$ cat src/rtl/spc_pkg.sv
`timescale 1ns/1ps
package spc_pkg;

    // Operating modes, listed lowest to highest priority.
    typedef enum logic [1:0] {
        MODE_HOLD  = 2'd0,
        MODE_COUNT = 2'd1,
        MODE_LOAD  = 2'd2,
        MODE_CLEAR = 2'd3
    } spc_mode_e;

    // Control word sampled at each rising edge.
    typedef struct packed {
        logic sclr_n;
        logic ld_n;
        logic cnt_en;
        logic chain_en;
    } spc_ctrl_t;

    // Strict priority: clear, then load, then count, else hold.
    function automatic spc_mode_e pick_mode(input spc_ctrl_t c);
        if (!c.sclr_n)
            return MODE_CLEAR;
        else if (!c.ld_n)
            return MODE_LOAD;
        else if (c.cnt_en && c.chain_en)
            return MODE_COUNT;
        else
            return MODE_HOLD;
    endfunction

endpackage

$ cat src/rtl/spc_mode_decode.sv
`timescale 1ns/1ps
module spc_mode_decode
    import spc_pkg::*;
(
    input  spc_ctrl_t ctrl,
    output spc_mode_e mode
);
    always_comb begin
        mode = pick_mode(ctrl);
    end
endmodule

$ cat src/rtl/spc_ones_chain.sv
`timescale 1ns/1ps
// Prefix AND chain: low_ones[i] is high when bits [i-1:0] of cur are all 1.
// low_ones[WIDTH] marks the terminal count.
module spc_ones_chain #(
    parameter int WIDTH = 4
) (
    input  logic [WIDTH-1:0] cur,
    output logic [WIDTH:0]   low_ones
);
    assign low_ones[0] = 1'b1;

    for (genvar i = 0; i < WIDTH; i++) begin : g_link
        assign low_ones[i+1] = low_ones[i] & cur[i];
    end
endmodule

$ cat src/rtl/spc_next_state.sv
`timescale 1ns/1ps
// Per-bit next-state selection. In count mode a bit toggles when all
// lower bits are 1.
module spc_next_state
    import spc_pkg::*;
#(
    parameter int WIDTH = 4
) (
    input  spc_mode_e        mode,
    input  logic [WIDTH-1:0] cur,
    input  logic [WIDTH-1:0] din,
    input  logic [WIDTH:0]   low_ones,
    output logic [WIDTH-1:0] nxt
);
    for (genvar i = 0; i < WIDTH; i++) begin : g_bit
        always_comb begin
            unique case (mode)
                MODE_CLEAR: nxt[i] = 1'b0;
                MODE_LOAD:  nxt[i] = din[i];
                MODE_COUNT: nxt[i] = cur[i] ^ low_ones[i];
                default:    nxt[i] = cur[i];
            endcase
        end
    end
endmodule

$ cat src/rtl/spc_carry.sv
`timescale 1ns/1ps
module spc_carry (
    input  logic chain_en,
    input  logic at_top,
    output logic tc
);
    assign tc = chain_en & at_top;
endmodule

$ cat src/rtl/sync_preset_counter.sv
`timescale 1ns/1ps
module sync_preset_counter
    import spc_pkg::*;
#(
    parameter int WIDTH = 4
) (
    input  logic             clk,
    input  logic             sclr_n,
    input  logic             ld_n,
    input  logic             cnt_en,
    input  logic             chain_en,
    input  logic [WIDTH-1:0] d_in,
    output logic [WIDTH-1:0] q,
    output logic             tc_out
);
    localparam int CHAIN_LEN = WIDTH + 1;

    spc_ctrl_t          ctrl;
    spc_mode_e          mode;
    logic [WIDTH-1:0]   cnt_r;
    logic [WIDTH-1:0]   cnt_nxt;
    logic [CHAIN_LEN-1:0] low_ones;

    assign ctrl = '{sclr_n: sclr_n, ld_n: ld_n, cnt_en: cnt_en, chain_en: chain_en};

    spc_mode_decode u_mode (
        .ctrl (ctrl),
        .mode (mode)
    );

    spc_ones_chain #(.WIDTH(WIDTH)) u_chain (
        .cur      (cnt_r),
        .low_ones (low_ones)
    );

    spc_next_state #(.WIDTH(WIDTH)) u_next (
        .mode     (mode),
        .cur      (cnt_r),
        .din      (d_in),
        .low_ones (low_ones),
        .nxt      (cnt_nxt)
    );

    spc_carry u_carry (
        .chain_en (chain_en),
        .at_top   (low_ones[WIDTH]),
        .tc       (tc_out)
    );

    // The clear is synchronous and is the only initialization.
    always_ff @(posedge clk) begin
        cnt_r <= cnt_nxt;
    end

    assign q = cnt_r;
endmodule

$ cat config.mk
export PLATFORM = sky130hd
export DESIGN_NAME = sync_preset_counter
export DESIGN_NICKNAME = d
export VERILOG_FILES = /design/src/rtl/spc_pkg.sv /design/src/rtl/spc_mode_decode.sv /design/src/rtl/spc_ones_chain.sv /design/src/rtl/spc_next_state.sv /design/src/rtl/spc_carry.sv /design/src/rtl/sync_preset_counter.sv
export SDC_FILE = /design/constraint.sdc
export NUM_CORES = 1
export LEC_CHECK = 0
export ABC_AREA = 1
export BUFFER_PORTS_ARGS = -buffer_cell sky130_fd_sc_hd__buf_2
export CAP_MARGIN = 10
export CORE_AREA = 4 4 41 43
export CTS_BUF_LIST = sky130_fd_sc_hd__clkbuf_4
export DETAILED_ROUTE_END_ITERATION = 10
export DIE_AREA = 0 0 45 47
export REMOVE_ABC_BUFFERS = 1
export SLEW_MARGIN = 20
export SYNTH_ARGS = -nofsm -noshare
export SYNTH_HDL_FRONTEND = slang
export SYNTH_SLANG_ARGS = --single-unit
$ cat constraint.sdc
create_clock -name clk -period 3.9 [get_ports clk]
set_input_delay 0.78 -clock clk [delete_from_list [all_inputs] [get_ports clk]]
set_output_delay 0.78 -clock clk [all_outputs]
set_load 0.01 [all_outputs]
* After elaboration in Yosys (flattened, before gate mapping) *
Index checks and enable logic that the tools add are counted.

word-level totals
  bits in writable memories = 0
  bits in latches = 0
  register bits after elaboration = 4
  input port bits = 9
  memory bits (read-only) = 0
  output and inout bits = 5
  memories kept = 0

operators by class
  reduce and logical (&&, ||, !) cells = 2
  add/sub/neg operators = 0
  shifts and indexed selects = 0
  bitwise gates (word level) = 8
  multipliers = 0
  divide/modulo/power cells = 0
  multiplexer cells = 7
  equality and inequality tests = 3
  $lt $le $gt $ge = 0

operators with widths
  cell                                                                    count
  1-bit case mux with 3 select lines                                      4
  1-bit bitwise AND                                                       4
  2-bit equality test (second input constant)                             2
  2-bit two-way mux                                                       2
  3-bit nonzero test                                                      1
  1-bit bitwise XOR                                                       3
  2-bit by 1-bit equality test with 1-bit output (second input constant)  1
  1-bit logical AND                                                       1
  1-bit two-way mux                                                       1
  1-bit NOT                                                               1

* Logic depth before layout (Yosys ltp) *
  depth after elaboration = 6
  depth in mapped cells = 5
  gate-level depth less buffers = 5

* Hierarchy *
A second synthesis with hierarchy kept.

unflattened totals
  cell total of the unflattened synthesis = 61
  area, all modules = 321.6 um^2

modules (own cells, without submodules)
  module               sequential area each (um^2)  area each (um^2)  times used  cells each
  spc_next_state       0.0                          171.4             1           43
  sync_preset_counter  80.1                         80.1              1           4
  spc_ones_chain       0.0                          50.0              1           9
  spc_mode_decode      0.0                          12.5              1           3
  spc_carry            0.0                          7.5               1           2

* Worst setup path after synthesis *
No wires, ideal clock.

  path type = reg-to-output
  start point = reg cnt_r[0] (netlist: q[0])
  end point = out tc_out
  path slack = 2017 ps
  cell stages (with the launch flop) = 6
  data arrival time = 1103 ps
  data required time = 3120 ps
  cell sequence = edfxtp_1 -> ha_1 -> ha_1 -> ha_1 -> nand2_1 -> inv_1

on the way
  cells in the longest elaborated chain, start to end = 4

RTL lines
  item                             line                       RTL
  start: declaration               sync_preset_counter.sv:20  logic [WIDTH-1:0] cnt_r;
  start signal: assignment         sync_preset_counter.sv:52  cnt_r <= cnt_nxt;
  1-bit bitwise AND (3 in series)  spc_ones_chain.sv:13       assign low_ones[i+1] = low_ones[i] & cur[i];
  1-bit bitwise AND                spc_carry.sv:7             assign tc = chain_en & at_top;
  end: declaration                 sync_preset_counter.sv:14  output logic tc_out

No other way between the ends.

* Worst setup path after layout *
Same ends and word-level chain as after synthesis.

==> metrics.txt <==
Clock Pin Slew Worst Setup and Hold Paths=0.04 ns; vias per cell=3.966; routed wirelength normalized by instance count=8.862 microns; Remaining Overflow, GRT=0; Req. time, crit path=3.12 ns; CTS tree=done; Design Power=123.8 uW; clock latency reported for the late side of the worst-skew pair=0.24 ns; Ports=14; sequential share of power=43.3%; overall fraction of global-route tracks in use=6.439%; number of iterations in the first detailed-routing pass=2; count of synthesis-stage warnings from yosys=0; fraction of final layout cells with drive strength greater than 1=39.53%; share of power burned in the clock network=41.8%; number of failing setup endpoints in the final timing report=0; via count of the first global-routing pass=220; total number of H-tree levels=1; critical path endpoint category=primary output; synthesized area divided by synthesized cell count=8.944 sq um; DIE AREA=2115 sq um; global-route wire length before repair=855 microns; setup repair after global routing missed its margin=no; routed wire length=514 microns; CTS Buf Count=3; #FFs+latches synth=4; final critical-path required period=2.210 ns; Cells after Synth=27; total via count after detailed routing=230; area of the core=1301 sq um; number of slew-limit violations in the final report=0; number of failing hold endpoints at the final stage=0; worst slew margin relative to its limit=86.90%; fill cell count=156; number of nets in the layout=57; TritonCTS Sinks=4; fraction of power consumed by combinational cells=14.9%; share of Yosys cell area claimed by the top area cell type=49.74%; CTS Hold Buffers Added=0; Fmax achieved=452.5 MHz; Final Wtd Congestion=0.7685; status=completed; pin count of the biggest net entering global routing=7; slew at the pin closest to its max-slew limit=0.1960 ns; Distinct cells, synth=6; # diodes=0; Netlist Area Pre-Place=241.5 sq um; area leader, netlist=sky130_fd_sc_hd__edfxtp_1; top fanout value on the critical path=3; Die Span X=45 microns; setup repair bufs after CTS=0; power density of the placed cells=356.0 nW/um^2; Critical Path Start Type=flop; initial antenna violation count=0; Setup Crit Path Kind=flop to primary output; Synth area leaders=sky130_fd_sc_hd__edfxtp_1, sky130_fd_sc_hd__nand2_1, sky130_fd_sc_hd__ha_1; std cell rows=13; ANT nets after route=0; die outline height=47 microns; max reg flops=4; clock tree skew after final layout=0.0007651 ns; portion of the post-synthesis area used by sequential elements=49.74%; number of remaining DRC errors=0; setup TNS=0 ns; post_cts resized=0; Pleak=0.2030 nW; highest ir drop seen on vdd=101.7 uV; switching pwr=29.32 uW; buffer depth of the longest clock path=2; starting DRC count in detailed routing=2; Switching Fraction=23.68%; clock root buffer master=sky130_fd_sc_hd__clkbuf_4; initial core utilization=18.56%; arrival time of the worst setup path=1.43 ns; Period Utilization, post-route=56.67%; HP Class=flop to flop; # port buffers=13; area added between synthesis and finish=44.04%; number of maximum-capacitance constraint violations=0; Cell Int Power=94.52 uW
## per-layer routing
layer  vias up  GRT usage, %  wire (microns)
met3         3         3.448              96
met1        87         6.944             216
met4         0         10.53              23
met5         -             0               0
li1        122             -               -
met2        18         6.780             178
## layout by cell type (no fill, tap or decap)
master                      n
sky130_fd_sc_hd__inv_1      3
sky130_fd_sc_hd__nor2_2     1
sky130_fd_sc_hd__nand2_1   11
sky130_fd_sc_hd__ha_1       3
sky130_fd_sc_hd__edfxtp_1   4
sky130_fd_sc_hd__clkbuf_4   3
sky130_fd_sc_hd__nand3_1    5
sky130_fd_sc_hd__buf_2     13
## critical path, cell delays in order, from the launching register on
cell,delay [ns]
sky130_fd_sc_hd__edfxtp_1,0.39
sky130_fd_sc_hd__ha_1,0.23
sky130_fd_sc_hd__ha_1,0.19
sky130_fd_sc_hd__ha_1,0.17
sky130_fd_sc_hd__nand2_1,0.06
sky130_fd_sc_hd__inv_1,0.03
sky130_fd_sc_hd__buf_2,0.12
## final cells by class
type	instances	area (sq um)	area share (%)
clock buffers	3	22.52	6.475
multi-input cells	20	110.1	31.65
well taps	15	18.77	5.396
repair buffers	13	65.06	18.71
inverters	3	11.26	3.237
flip-flops and latches	4	120.1	34.53
## through the flow
stage                     instances  hold WS [ns]  setup slack [ns]  utilization, %  area [sq um]
final                            58        0.6662             1.690           26.73         347.8
after global routing             58        0.7082             1.590           26.73         347.8
after CTS                        58        0.6671             1.667           26.73         347.8
after detailed placement         55        0.6637             1.929           25.00         325.3
after global placement           55        0.6613             1.974           25.00         325.3
after floorplan                  27        0.6935             2.017               -         241.5
## kinds of logic after synthesis
logic type | synth area share (%)
buf+inv | 4.663
fa+ha+maj | 15.55
simple gates | 30.05
flops | 49.74
## worst paths after layout
check,start,to,slack [ns],depth (start not counted)
max,q[0],tc_out,1.69,6
min,q[1],q[1],0.67,3
max reg2reg,q[0],q[3],2.47,5
min reg2reg,q[1],q[1],0.67,3
## power by group through the flow
stage,clock (mW),sequential [mW],combinational (mW)
after floorplan,0,0.0561,0.00633
after global placement,0,0.0542,0.0183
after detailed placement,0,0.0543,0.0187
after CTS,0.0533,0.0537,0.0187
after global routing,0.0569,0.0540,0.0212
final,0.0518,0.0536,0.0184
## cells in the mapped netlist (all sizes together)
library cell,n
nand2,11
nand3,5
edfxtp,4
ha,3
inv,3
nor2,1
No activity file was read; power rests on OpenSTA's default activity.
